$ cat config.mk
export PLATFORM = sky130hd
export DESIGN_NAME = pt_translate
export DESIGN_NICKNAME = d
export VERILOG_FILES = /design/src/rtl/pt_types_pkg.sv /design/src/rtl/pt_walk_addr.sv /design/src/rtl/pt_entry_decode.sv /design/src/rtl/pt_translate.sv
export SDC_FILE = /design/constraint.sdc
export NUM_CORES = 1
export LEC_CHECK = 0
export BUFFER_PORTS_ARGS = -buffer_cell sky130_fd_sc_hd__buf_2
export CAP_MARGIN = 20
export CORE_MARGIN = 4
export CORE_UTILIZATION = 49
export CTS_CLUSTER_DIAMETER = 80
export DETAILED_ROUTE_END_ITERATION = 6
export GPL_ROUTABILITY_DRIVEN = 1
export PLACE_DENSITY = 0.89
export SLEW_MARGIN = 10
export SYNTH_ARGS = -nofsm -noshare
export SYNTH_HDL_FRONTEND = slang
export SYNTH_SLANG_ARGS = --single-unit
$ cat constraint.sdc
create_clock -name clk -period 2.5 [get_ports clk]
set_input_delay 0 -clock clk [delete_from_list [all_inputs] [get_ports clk]]
set_output_delay 0 -clock clk [all_outputs]
set_load 0.05 [all_outputs]
$ cat src/rtl/pt_types_pkg.sv
package pt_types_pkg;

   typedef enum logic [1:0] {
      CAUSE_NONE  = 2'b00,
      CAUSE_PAGE  = 2'b01,
      CAUSE_BOUND = 2'b10
   } fault_cause_e;

   typedef enum logic [1:0] {
      ST_IDLE,
      ST_FETCH,
      ST_WAIT,
      ST_RESP
   } walk_state_e;

endpackage

$ cat src/rtl/pt_walk_addr.sv
module pt_walk_addr #(
   parameter int VPN_W       = 20,
   parameter int PA_W        = 32,
   parameter int LEN_W       = 21,
   parameter int PTE_BYTES   = 4,
   parameter bit BOUND_CHECK = 1'b1
) (
   input  logic [VPN_W-1:0] vpn,
   input  logic [LEN_W-1:0] tbl_len,
   input  logic [PA_W-1:0]  tbl_base,
   output logic             out_of_range,
   output logic [PA_W-1:0]  fetch_addr
);
   localparam int SHIFT = $clog2(PTE_BYTES);

   if (LEN_W != VPN_W + 1) begin : g_bad_len
      $error("pt_walk_addr: LEN_W must be VPN_W+1");
   end
   if ((1 << SHIFT) != PTE_BYTES) begin : g_bad_pte
      $error("pt_walk_addr: PTE_BYTES must be a power of two");
   end

   assign fetch_addr = tbl_base + (PA_W'(vpn) << SHIFT);

   if (BOUND_CHECK) begin : g_bound
      assign out_of_range = ({1'b0, vpn} >= tbl_len);
   end else begin : g_nobound
      logic unused_len;
      assign unused_len   = ^tbl_len;
      assign out_of_range = 1'b0;
   end

endmodule

$ cat src/rtl/pt_entry_decode.sv
module pt_entry_decode #(
   parameter int PTE_W     = 32,
   parameter int FRAME_W   = 20,
   parameter int VALID_BIT = 31
) (
   input  logic [PTE_W-1:0]   pte,
   output logic               present,
   output logic [FRAME_W-1:0] frame
);
   if (VALID_BIT >= PTE_W || VALID_BIT < FRAME_W) begin : g_bad_valid
      $error("pt_entry_decode: valid bit must lie above the frame field");
   end

   logic unused_pte;
   assign unused_pte = ^pte;

   assign present = pte[VALID_BIT];
   assign frame   = pte[FRAME_W-1:0];

endmodule

$ cat src/rtl/pt_translate.sv
module pt_translate #(
   parameter int VA_W        = 32,
   parameter int OFF_W       = 12,
   parameter int FRAME_W     = 20,
   parameter int PTE_W       = 32,
   parameter int VALID_BIT   = 31,
   parameter bit BOUND_CHECK = 1'b1,
   localparam int VPN_W      = VA_W - OFF_W,
   localparam int PA_W       = FRAME_W + OFF_W,
   localparam int LEN_W      = VPN_W + 1
) (
   input  logic              clk,
   input  logic              rst_n,
   input  logic [PA_W-1:0]   cfg_base,
   input  logic [LEN_W-1:0]  cfg_len,
   input  logic              req_valid,
   output logic              req_ready,
   input  logic [VA_W-1:0]   req_vaddr,
   output logic              rsp_valid,
   input  logic              rsp_ready,
   output logic [PA_W-1:0]   rsp_paddr,
   output logic              rsp_fault,
   output logic [1:0]        rsp_cause,
   output logic              mem_rd_valid,
   input  logic              mem_rd_ready,
   output logic [PA_W-1:0]   mem_rd_addr,
   input  logic              mem_rsp_valid,
   input  logic [PTE_W-1:0]  mem_rsp_data
);
   import pt_types_pkg::*;

   if (OFF_W < 1 || OFF_W >= VA_W) begin : g_bad_off
      $error("pt_translate: OFF_W out of range");
   end
   if (PTE_W % 8 != 0) begin : g_bad_pte_w
      $error("pt_translate: PTE_W must be whole bytes");
   end

   walk_state_e        state_q;
   logic [PA_W-1:0]    fetch_q;
   logic [OFF_W-1:0]   off_q;
   logic [PA_W-1:0]    paddr_q;
   logic               fault_q;
   fault_cause_e       cause_q;

   logic [VPN_W-1:0]   req_vpn;
   logic               oob;
   logic [PA_W-1:0]    fetch_addr;
   logic               present;
   logic [FRAME_W-1:0] frame;
   logic               accept;

   assign req_vpn = req_vaddr[VA_W-1:OFF_W];
   assign accept  = req_valid && req_ready;

   pt_walk_addr #(
      .VPN_W(VPN_W), .PA_W(PA_W), .LEN_W(LEN_W),
      .PTE_BYTES(PTE_W / 8), .BOUND_CHECK(BOUND_CHECK)
   ) u_addr (
      .vpn(req_vpn), .tbl_len(cfg_len), .tbl_base(cfg_base),
      .out_of_range(oob), .fetch_addr(fetch_addr)
   );

   pt_entry_decode #(
      .PTE_W(PTE_W), .FRAME_W(FRAME_W), .VALID_BIT(VALID_BIT)
   ) u_dec (
      .pte(mem_rsp_data), .present(present), .frame(frame)
   );

   always_ff @(posedge clk) begin
      if (!rst_n) begin
         state_q <= ST_IDLE;
         fetch_q <= '0;
         off_q   <= '0;
         paddr_q <= '0;
         fault_q <= 1'b0;
         cause_q <= CAUSE_NONE;
      end else begin
         unique case (state_q)
            ST_IDLE: if (accept) begin
               off_q <= req_vaddr[OFF_W-1:0];
               if (oob) begin
                  paddr_q <= '0;
                  fault_q <= 1'b1;
                  cause_q <= CAUSE_BOUND;
                  state_q <= ST_RESP;
               end else begin
                  fetch_q <= fetch_addr;
                  state_q <= ST_FETCH;
               end
            end
            ST_FETCH: if (mem_rd_ready) state_q <= ST_WAIT;
            ST_WAIT: if (mem_rsp_valid) begin
               if (present) begin
                  paddr_q <= {frame, off_q};
                  fault_q <= 1'b0;
                  cause_q <= CAUSE_NONE;
               end else begin
                  paddr_q <= '0;
                  fault_q <= 1'b1;
                  cause_q <= CAUSE_PAGE;
               end
               state_q <= ST_RESP;
            end
            ST_RESP: if (rsp_ready) state_q <= ST_IDLE;
            default: state_q <= ST_IDLE;
         endcase
      end
   end

   assign req_ready    = (state_q == ST_IDLE);
   assign mem_rd_valid = (state_q == ST_FETCH);
   assign mem_rd_addr  = fetch_q;
   assign rsp_valid    = (state_q == ST_RESP);
   assign rsp_paddr    = paddr_q;
   assign rsp_fault    = fault_q;
   assign rsp_cause    = cause_q;

   AST_BUSY_AFTER_ACCEPT: assert property (@(posedge clk) disable iff (!rst_n)
      accept |=> !req_ready);

   AST_RD_HOLD: assert property (@(posedge clk) disable iff (!rst_n)
      (mem_rd_valid && !mem_rd_ready) |=> (mem_rd_valid && $stable(mem_rd_addr)));

   AST_RSP_HOLD: assert property (@(posedge clk) disable iff (!rst_n)
      (rsp_valid && !rsp_ready) |=>
         (rsp_valid && $stable(rsp_paddr) && $stable(rsp_fault) && $stable(rsp_cause)));

   AST_PAGE_FAULT: assert property (@(posedge clk) disable iff (!rst_n)
      (state_q == ST_WAIT && mem_rsp_valid) |=>
         (rsp_valid && (rsp_fault != $past(mem_rsp_data[VALID_BIT]))));

   AST_FRAME_JOIN: assert property (@(posedge clk) disable iff (!rst_n)
      (state_q == ST_WAIT && mem_rsp_valid && mem_rsp_data[VALID_BIT]) |=>
         (rsp_paddr[PA_W-1:OFF_W] == $past(mem_rsp_data[FRAME_W-1:0])));

   if (BOUND_CHECK) begin : g_bound_ast
      AST_BOUND_FAULT: assert property (@(posedge clk) disable iff (!rst_n)
         (accept && ({1'b0, req_vpn} >= cfg_len)) |=>
            (rsp_valid && rsp_fault && rsp_cause == 2'b10));
   end

endmodule

Word-level counts from Yosys, hierarchy flattened. Index checks and enable logic that the tools add are counted.

Flip-flop bits (word level): 81. Input port bits: 123. Logic and storage cells: 45.

Add/subtract/negate cells: 1. $lt $le $gt $ge: 1. Equal/unequal tests: 8. Multiplexer cells: 21. Bitwise operators: 1. Reduce and logical (&&, ||, !) cells: 7.

Operator list (count): $mux W32 (4); $pmux W32 S2 (1); $add A32 B22 Y32 (1); $ge A20 B21 Y1 (1); $mux W2 (8); $ne A2 B1 Y1 const B (4); $pmux W2 S4 (1); $reduce_and A4 Y1 (2); $mux W1 (5); $eq A2 B2 Y1 const B (2); $pmux W2 S2 (1); $reduce_and A3 Y1 (1); $eq A2 B1 Y1 const B (1); $logic_not A2 Y1 (1); $ne A2 B2 Y1 const B (1); $pmux W1 S2 (1); $reduce_and A2 Y1 (1); $reduce_bool A2 Y1 (1); $logic_and A1 B1 Y1 (1); $not A1 Y1 (1).

Logic depth before layout (Yosys ltp). Gate-level depths: netlist (run 1).

Depth in word-level cells: 4. Depth in mapped cells: 11.

Cells and area by module. Synthesis (run 1) repeated with hierarchy kept, for this count alone.

Cell total of the unflattened synthesis: 630. Area total of the unflattened synthesis: 5213.8 um^2.

By module, submodules not included: pt_translate (instances 1, cells an instance 372, area each 3326.9 um^2, sequential area each 1621.6 um^2); pt_walk_addr (instances 1, cells an instance 237, area each 1729.2 um^2, sequential area each 0.0 um^2); pt_entry_decode (instances 1, cells an instance 21, area each 157.7 um^2, sequential area each 0.0 um^2).

Worst setup path after synthesis (run 1). Ideal clock, no wire load.

Kind: register to register. From: register state_q[0]. To: register fetch_q[13] (netlist: mem_rd_addr[13]). Library setup time: 133 ps. Arrival time: 2025 ps. Setup slack: 342 ps. Stages on the path, launching flop included: 10. Buffers on the path: 2. Period minus slack after synthesis: 2158 ps. Cells stage by stage: dfxtp_1 -> inv_1 -> ha_1 -> and2_1 -> nand2_1 -> or2_1 -> buf_2 -> buf_1 -> nand2_1 -> a31oi_1.

Longest elaborated chain between the ends: 3.

RTL lines: start: declaration (line pt_translate.sv:39) `walk_state_e state_q;`; start signal: assignment (line pt_translate.sv:72) `state_q <= ST_IDLE;`; start signal: assignment (line pt_translate.sv:86) `state_q <= ST_RESP;`; start signal: assignment (line pt_translate.sv:89) `state_q <= ST_FETCH;`; $logic_not A2 Y1 (*) (line pt_translate.sv:111) `assign req_ready = (state_q == ST_IDLE);`; net req_ready (line pt_translate.sv:17) `output logic req_ready,`; $logic_and A1 B1 Y1 (line pt_translate.sv:54) `assign accept = req_valid && req_ready;`; $reduce_and A3 Y1 (no source line) (*); end signal: assignment (line pt_translate.sv:88) `fetch_q <= fetch_addr;`; end: declaration (line pt_translate.sv:40) `logic [PA_W-1:0] fetch_q;`.

The timed path passes the listed nets; every way through them passes the cells marked *. A chain may end at the register's enable or synchronous reset.

Worst setup path after layout (run 1).
From: input port cfg_len[12]. To: register paddr_q[14] (netlist: rsp_paddr[14]).

Longest elaborated chain between the ends: 3.

RTL lines: start: declaration (line pt_translate.sv:15) `input logic [LEN_W-1:0] cfg_len,`; $ge A20 B21 Y1 (line pt_walk_addr.sv:26) `assign out_of_range = ({1'b0, vpn} >= tbl_len);`; $ne A2 B1 Y1 (no source line); $reduce_and A4 Y1 (no source line); end signal: assignment (line pt_translate.sv:95) `paddr_q <= {frame, off_q};`; end: declaration (line pt_translate.sv:42) `logic [PA_W-1:0] paddr_q;`.

No other way between the ends.

==> run metrics, run 1 <==
crit path DAT 2420 ps; layer with the highest usage met2; Compound-Gate Fraction of Synth Area 22.9%; FFs w/ async S/R, synth 0%; GRT overflow 0; minimum clock period 2170 ps; worst vdd ir 0.545 mV; GR Layer Usage met2 45.8%; DR vias/cell 5.44; critical register-to-register path startpoint state_q[0]$_SDFFE_PN0P_; Die Ht 106 um; DIE AREA 11200 sq um; Setup crit end kind register; PnR worst setup slack 327 ps; Clk Latency, worst-skew pair 360 ps; Slew headroom 55.1%; simple logic cell fraction of the synthesized area 22.0%; Synth Register Bits 81; worst r2r dst rsp_paddr[28]$_SDFFE_PN0P_; final hold violation count 0; Least-Margin Pin Slew 674 ps; endpoints failing setup 0; Mapped Cells 612; Worst R2R Setup Slack 370 ps; CTS tree built; Seq/Total Area, Yosys 34.5%; gpl congestion 0.857; worst-case reg-to-reg path depth 6; combinational family with the most area after synthesis compound AO/OA/AOI/OAI gates; # rows 35; Post-Place Worst Slack 92.2 ps; HP Class in2reg; PostCTS Resize Cnt 0; pin count of the biggest net entering global routing 61; Initial Util 50.7%; leak pwr 0.00297 uW; CP Data Required Time 2750 ps; CTS Buf Count 9; Chip Width 106 um; Post-Synth Adder-Cell Area 12.1%; critical path peak fanout 60; vias in the first global route 5091; TNS Setup 0 ps; first-pass GRT wire length 23900 um; XOR/XNOR Fraction of Synth Area 2.79%; Worst Hold Path EP mem_rd_addr[2]$_SDFFE_PN0P_; final net count 994; 1st-iter DRT viols 424; status complete, no violations; total wire length 14600 um; initial antenna violation count 0; dpl cell area 5750 sq um; Clock transition at path regs 90 ps; Net Count, Synth 780; gr usage total 25.9%; ant diodes 0; final instance area 6400 sq um; fin crit share 86.9%; mapped cell area 4700 sq um; I/O Pins 193; fmax 460 MHz; Max-cap violations 0; WL/cell 15.2 um; multiplexer share of the synthesized area 0.239%; final core occ 68.9%; mean post-synth cell area 7.69 sq um; layout cells sized above 1 26.6%; PD cells 765 nW/um^2; Post-synth EDFFs 0; Final Skew 12.5 ps; library cells used by synthesis 56; DR DRC count 0; Clock Path Buffers 2; met3 usage in global routing 6.86%; met1 GRT Util 30.0%; core area 9280 sq um; Root Driver clkbuf_8; CP Launch Type input port; CP Class in2reg; DRT antenna net count 0; input/output buffers 181; Hold Path Cell Cnt 4; Overall Power 4900 uW; hold path startpoint cfg_base[2]; Clock Sink Count 81; Synth-to-Final Area Change 36.0%; drt pass-1 iters 5; H-tree depth 3; yosys warns 0; ys flop type dfxtp_1; post-DP HPWL 10000 um; DR vias 5223; Final Max Tran Viols 0; RSZ-0062 raised after global routing no
synth_stat cells (9+ instances only):
cell | n | area [sq um]
nand2_1 | 121 | 454
dfxtp_1 | 81 | 1620
a21oi_1 | 66 | 330
o21ai_0 | 54 | 270
nand3_1 | 45 | 225
ha_1 | 44 | 551
inv_1 | 31 | 116
clkbuf_1 | 21 | 78.8
nor2_1 | 21 | 78.8
o211ai_1 | 11 | 82.6
a211oi_1 | 9 | 67.6
xor2_1 | 9 | 78.8
worst max-delay path by stage:
stage	startpoint	end	cells after the start
global placement	cfg_len[12]	mem_rd_addr[31]$_SDFFE_PN0P_	11
floorplan	state_q[0]$_SDFFE_PN0P_	mem_rd_addr[13]$_SDFFE_PN0P_	9
CTS	cfg_len[12]	rsp_paddr[7]$_SDFFE_PN0P_	11
finish	cfg_len[12]	rsp_paddr[14]$_SDFFE_PN0P_	11
detailed placement	cfg_len[12]	mem_rd_addr[31]$_SDFFE_PN0P_	11
global route	cfg_len[12]	rsp_paddr[28]$_SDFFE_PN0P_	11
final cells by class:
| cell class | instances | area (sq um) |
|---|---|---|
| clock buffer | 9 | 124 |
| fill | 767 | 2880 |
| sequential | 81 | 1620 |
| inverter | 31 | 116 |
| multi-input combinational | 467 | 2840 |
| clock inverter | 7 | 83.8 |
| timing repair buffer | 236 | 1450 |
| tap | 129 | 161 |
logic make-up (layout without fill, tap and decap cells):
group | after synthesis | after routing
and+or+nand+nor | 228 | 228
AOI/OAI and AO/OA | 178 | 178
DFF | 81 | 81
buffers and inverters | 64 | 283
adders and majority gates | 45 | 45
xor gates and xnor gates | 15 | 15
muxes | 1 | 1
where the power goes:
part / total, uW / internal, uW / switching [uW]
Sequential: 1590 / 1490 / 102
Clock: 1000 / 479 / 523
Combinational: 2310 / 711 / 1600
Total: 4900 / 2680 / 2220
placed cells by master, fill, tap and decap left out, types with 2 or more instances in the layout:
master	instances
buf_2	181
nand2_1	121
dfxtp_1	81
a21oi_1	66
o21ai_0	54
nand3_1	45
ha_1	44
dlygate4sd3_1	44
inv_1	31
nor2_1	20
o211ai_1	11
a211oi_1	9
xor2_1	9
clkbuf_8	9
buf_4	9
nand4_1	8
nor3_1	7
a21o_1	7
xnor2_1	6
a31oi_1	5
and3_1	4
o21a_1	4
nor2b_1	3
nand3b_1	3
a211o_1	3
a22oi_1	2
and2_1	2
or2_2	2
nor3b_2	2
nand2b_1	2
or3_1	2
inv_6	2
clkinv_4	2
buf_12	2
metrics by stage:
stage / instances / hold WS [ps]
final: 960 / 41.9
after detailed placement: 900 / 248
after floorplan: 612 / 136
after global routing: 960 / 39.5
after CTS: 960 / 25.2
after global placement: 900 / 242
flip-flops by register name, indices dropped and copies added (netlist names):
signal	cells
rsp_paddr	32
mem_rd_addr	32
state_q	2
off_q	12
rsp_fault	1
rsp_cause	2
repair_timing:
item,in CTS,in global routing
hold endpoints to repair,45,0
hold buffers,44,0
setup buffers,0,0
critical path, stage by stage:
cell	delay, ps
buf_2	70
inv_1	40
ha_1	300
a21oi_1	150
o21ai_1	90
a2111oi_0	440
a21oi_1	320
o221ai_4	430
buf_12	280
nand3_1	130
o21ai_0	150
layer usage:
metal / routed length (um) / vias up
li1: - / 2584
met3: 1200 / 30
met1: 5760 / 2367
met5: 0 / -
met4: 391 / 0
met2: 7240 / 242
(Power assumes the default switching activity.)
==> run 2, diff against run 1 <==
Settings changed: REMOVE_ABC_BUFFERS from default to 1.
==> run metrics, run 2 (synthesis gave the netlist of run 1 again) <==
status complete, no violations; CP startpoint state_q[0]$_SDFFE_PN0P_; I/O Pins 193; worst-path cell chain inv_1, ha_1, a22oi_1, o221ai_4, buf_4, or2_2, a21oi_1; CP Class reg2reg; fmax 505 MHz; DRT antenna net count 0; fin crit share 79.3%; CTS Buf Count 9; 1st-iter DRT viols 367; CP Data Required Time 2790 ps; cell count after placement 903; worst hold margin 33.2 ps; Bufs and invs on worst path 2; vias in the first global route 5197; Die Ht 106 um; crit path DAT 2270 ps; leak pwr 0.00299 uW; worst r2r dst rsp_cause[1]$_SDFFE_PN0P_; HP Class in2reg; final hold violation count 0; critical register-to-register path startpoint state_q[0]$_SDFFE_PN0P_; DIE AREA 11200 sq um; Clock Path Buffers 2; endpoints failing setup 0; Slew headroom 61.8%; gpl congestion 0.829; final core occ 69.4%; FILL cells 748; layer with the highest usage met2; Final Max Tran Viols 0; Clock transition at path regs 100 ps; Max-cap violations 0; DR vias 5305; drt pass-1 iters 7; worst vdd ir 0.490 mV; Finished Layout Cells 963; Clk Latency, worst-skew pair 360 ps; pin count of the biggest net entering global routing 59; Synth-to-Final Area Change 36.9%; Worst R2R Setup Slack 520 ps; PostCTS Resize Cnt 0; layout cells sized above 1 26.9%; minimum clock period 1980 ps; Overall Power 5070 uW; Final Skew 9.75 ps; final net count 996; critical path peak fanout 11; first-pass GRT wire length 24800 um; Root Driver clkbuf_8; input/output buffers 181; Least-Margin Pin Slew 573 ps; Worst path max stage delay 370 ps; commonest non-fill, non-tap cell in the layout buf_2; DR DRC count 0; Initial Util 50.7%; H-tree depth 3; worst-case reg-to-reg path depth 7; # rows 35; gr usage total 27.2%; met3 usage in global routing 6.13%; Clock Sink Count 81; GRT overflow 0; RSZ-0062 raised after global routing no; Setup crit end kind register; Chip Width 106 um; core area 9280 sq um; WL/cell 15.9 um; GR Layer Usage met2 48.1%; DR vias/cell 5.51; total wire length 15300 um; initial antenna violation count 0; CP top delay family compound AO/OA/AOI/OAI gates; CP Launch Type register; post-DP HPWL 10200 um; PD cells 788 nW/um^2; dpl cell area 5770 sq um; CP endpoint rsp_cause[1]$_SDFFE_PN0P_; final instance area 6440 sq um; Worst path depth 7; met1 GRT Util 31.2%; slowest CP cell dfxtp_1; CTS tree built; most frequent cells in the layout 181 x buf_2, 121 x nand2_1, 81 x dfxtp_1
-- run 2: tightest hold or removal path, cell delays in order --
cell and delay, ps:
buf_2 90, ha_1 120, nand2_1 40, a21oi_1 100
-- run 2: final cells by class --
| cell class | count | area [sq um] | area share, % |
|---|---|---|---|
| Multi-Input combinational cell | 467 | 2840 | 44.1 |
| Sequential cell | 81 | 1620 | 25.2 |
| Timing Repair Buffer | 238 | 1470 | 22.8 |
| Tap cell | 129 | 161 | 2.51 |
| Clock buffer | 9 | 124 | 1.92 |
| Inverter | 31 | 116 | 1.81 |
| Clock inverter | 7 | 109 | 1.69 |
| Antenna cell | 1 | 2.50 | 0.0389 |
-- run 2: timing repair --
action	in CTS	in global routing
hold buffers	43	0
setup buffers	0	0
endpoints found under the hold margin	44	0
-- run 2: worst min-delay path by stage --
stage | start | endpoint | cells past startpoint
floorplan | rst_n | mem_rd_addr[25]$_SDFFE_PN0P_ | 1
detailed placement | cfg_base[1] | mem_rd_addr[1]$_SDFFE_PN0P_ | 3
CTS | req_vaddr[12] | mem_rd_addr[2]$_SDFFE_PN0P_ | 4
global placement | req_vaddr[4] | off_q[4]$_SDFFE_PN0P_ | 3
global route | cfg_base[22] | mem_rd_addr[23]$_SDFFE_PN0P_ | 3
finish | req_vaddr[12] | mem_rd_addr[2]$_SDFFE_PN0P_ | 4
-- run 2: stage by stage --
step / worst slack (ps) / setup TNS (ps)
global route: 284 / 0
CTS: 531 / 0
floorplan: -781 / -31280
global placement: 252 / 0
detailed placement: 218 / 0
finish: 518 / 0
-- run 2: metal layers --
layer / vias up / share of wire (%)
li1: 2578 / -
met1: 2441 / 40
met2: 249 / 49
met3: 37 / 8.1
met4: 0 / 3.2
met5: - / 0
-- run 2: power breakdown --
group,switching (uW),total [uW],internal (uW)
clock network,555,1140,586
registers,101,1590,1490
logic,1610,2350,735
==> run 3, diff against run 2 <==
Clock period 2.5 ns to 1.9 ns, I/O delays scaled along.
==> run metrics, run 3 (synthesis gave the netlist of run 1 again) <==
Setup crit end kind register; worst-case reg-to-reg path depth 9; CTS tree built; Synth-to-Final Area Change 51.5%; worst vdd ir 0.501 mV; gr usage total 28.9%; worst r2r dst rsp_cause[0]$_SDFFE_PN0P_; input/output buffers 181; WL/cell 16.8 um; CP Launch Type input port; Final Max Tran Viols 0; layout cells sized above 1 34.0%; Root Driver clkbuf_8; GRT overflow 0; # rows 35; commonest non-fill, non-tap cell in the layout buf_2; post-DP HPWL 11200 um; I/O Pins 193; leak pwr 0.00339 uW; vias in the first global route 5656; Logic pwr share 52.0%; DR DRC count 0; cell internal pwr 4250 uW; failing checks setup timing; RSZ-0062 raised after global routing yes; Clock transition at path regs 90 ps; Clock Sink Count 81; CP endpoint mem_rd_addr[31]$_SDFFE_PN0P_; Bufs and invs on worst path 2; power share of the clock group 19.9%; FILL cells 637; fmax 516 MHz; Final Skew 14.0 ps; DR vias/cell 5.57; Post-Place Worst Slack -395 ps; fin crit share 102%; critical register-to-register path startpoint state_q[0]$_SDFFE_PN0P_; Chip Width 106 um; most frequent cells in the layout 181 x buf_2, 121 x nand2_1, 79 x dfxtp_1; PD cells 1050 nW/um^2; crit path DAT 2200 ps; Switch Pwr 3220 uW; final net count 1066; final core occ 76.8%; CP Class in2reg; slowest CP cell ha_1; minimum clock period 1940 ps; TNS Setup -37.2 ps; final hold violation count 0; H-tree depth 3; Worst path depth 10; Clk Latency, worst-skew pair 370 ps; Max-cap violations 0; Clock Path Buffers 2; Die Ht 106 um; PnR worst setup slack -37.2 ps; DRT antenna net count 0; CTS Buf Count 9; core area 9280 sq um; DR vias 5754; critical path peak fanout 6; CP startpoint cfg_base[3]; 1st-iter DRT viols 492; Least-Margin Pin Slew 435 ps; worst-path cell chain buf_2, ha_1, a211oi_2, o21ai_0, a31oi_1, o21a_4, o31ai_4, buf_4, a211o_1, o2111a_1; status complete, but fails checks; Sw Share 43.1%; hold path startpoint cfg_base[2]; HP Class in2reg; Initial Util 50.7%; CP top delay family compound AO/OA/AOI/OAI gates; DIE AREA 11200 sq um; endpoints failing setup 1; Worst R2R Setup Slack 20 ps; drt pass-1 iters 5; Worst path max stage delay 330 ps; pin count of the biggest net entering global routing 63; first-pass GRT wire length 26400 um; initial antenna violation count 1; sequential share of power 28.1%; Slew headroom 70.7%; total wire length 17300 um; CP Data Required Time 2160 ps; gpl congestion 0.894
-- run 3: worst min path at each step --
stage	depth (start not counted)	endpoint	slack (ps)
6_report	4	mem_rd_addr[2]$_SDFFE_PN0P_	30
5_1_grt	2	mem_rd_addr[25]$_SDFFE_PN0P_	30
4_1_cts	2	mem_rd_addr[25]$_SDFFE_PN0P_	10
3_5_place_dp	3	off_q[1]$_SDFFE_PN0P_	250
3_3_place_gp	3	off_q[4]$_SDFFE_PN0P_	240
2_1_floorplan	1	mem_rd_addr[25]$_SDFFE_PN0P_	130
-- run 3: layout make-up --
cell class / instances / area, sq um / area share [%]
Multi-Input combinational cell: 467 / 2910 / 40.8
Tap cell: 129 / 161 / 2.26
Clock buffer: 9 / 124 / 1.74
Inverter: 31 / 116 / 1.63
Antenna cell: 1 / 2.50 / 0.0351
Clock inverter: 7 / 106 / 1.49
Timing Repair Buffer: 308 / 2090 / 29.3
Sequential cell: 81 / 1620 / 22.8
-- run 3: repair_timing --
action	in CTS	in global routing
endpoints found under the setup margin	1	64
pin swaps	1	5
hold buffers	43	0
setup buffers	0	3
gates cloned	0	3
hold endpoints to repair	44	0
gates resized for setup	1	18
-- run 3: power groups by stage --
stage	registers [uW]	clock network [uW]	logic (uW)
2_1_floorplan	2750	0	1380
3_3_place_gp	2110	0	3210
3_5_place_dp	2120	0	3270
4_1_cts	2080	1490	3360
5_1_grt	2120	1580	4140
6_report	2090	1490	3880
-- run 3: layer usage --
metal | wire (um) | GRT usage, % | up-vias | share of wire (%)
met1 | 6670 | 32.3 | 2639 | 39
li1 | - | - | 2728 | -
met4 | 812 | 13.4 | 0 | 4.7
met5 | 0 | 0 | - | 0
met2 | 8410 | 51.5 | 311 | 49
met3 | 1430 | 7.35 | 76 | 8.2
-- run 3: through the flow --
step / std cells / hold slack (ps) / area [sq um] / power (uW)
2_1_floorplan: 579 / 131 / 4560 / 4130
3_3_place_gp: 967 / 243 / 6280 / 5320
3_5_place_dp: 967 / 253 / 6280 / 5390
4_1_cts: 1026 / 12.8 / 6950 / 6940
5_1_grt: 1033 / 27.1 / 7130 / 7840
6_report: 1033 / 28.8 / 7130 / 7460
-- run 3: worst reg2reg max path, stage by stage, from the launching register on --
cell	delay, ps
dfxtp_2	340
inv_1	60
ha_1	210
a22oi_1	190
buf_4	170
o221ai_4	100
buf_12	160
buf_6	120
or3b_1	340
a21oi_1	130
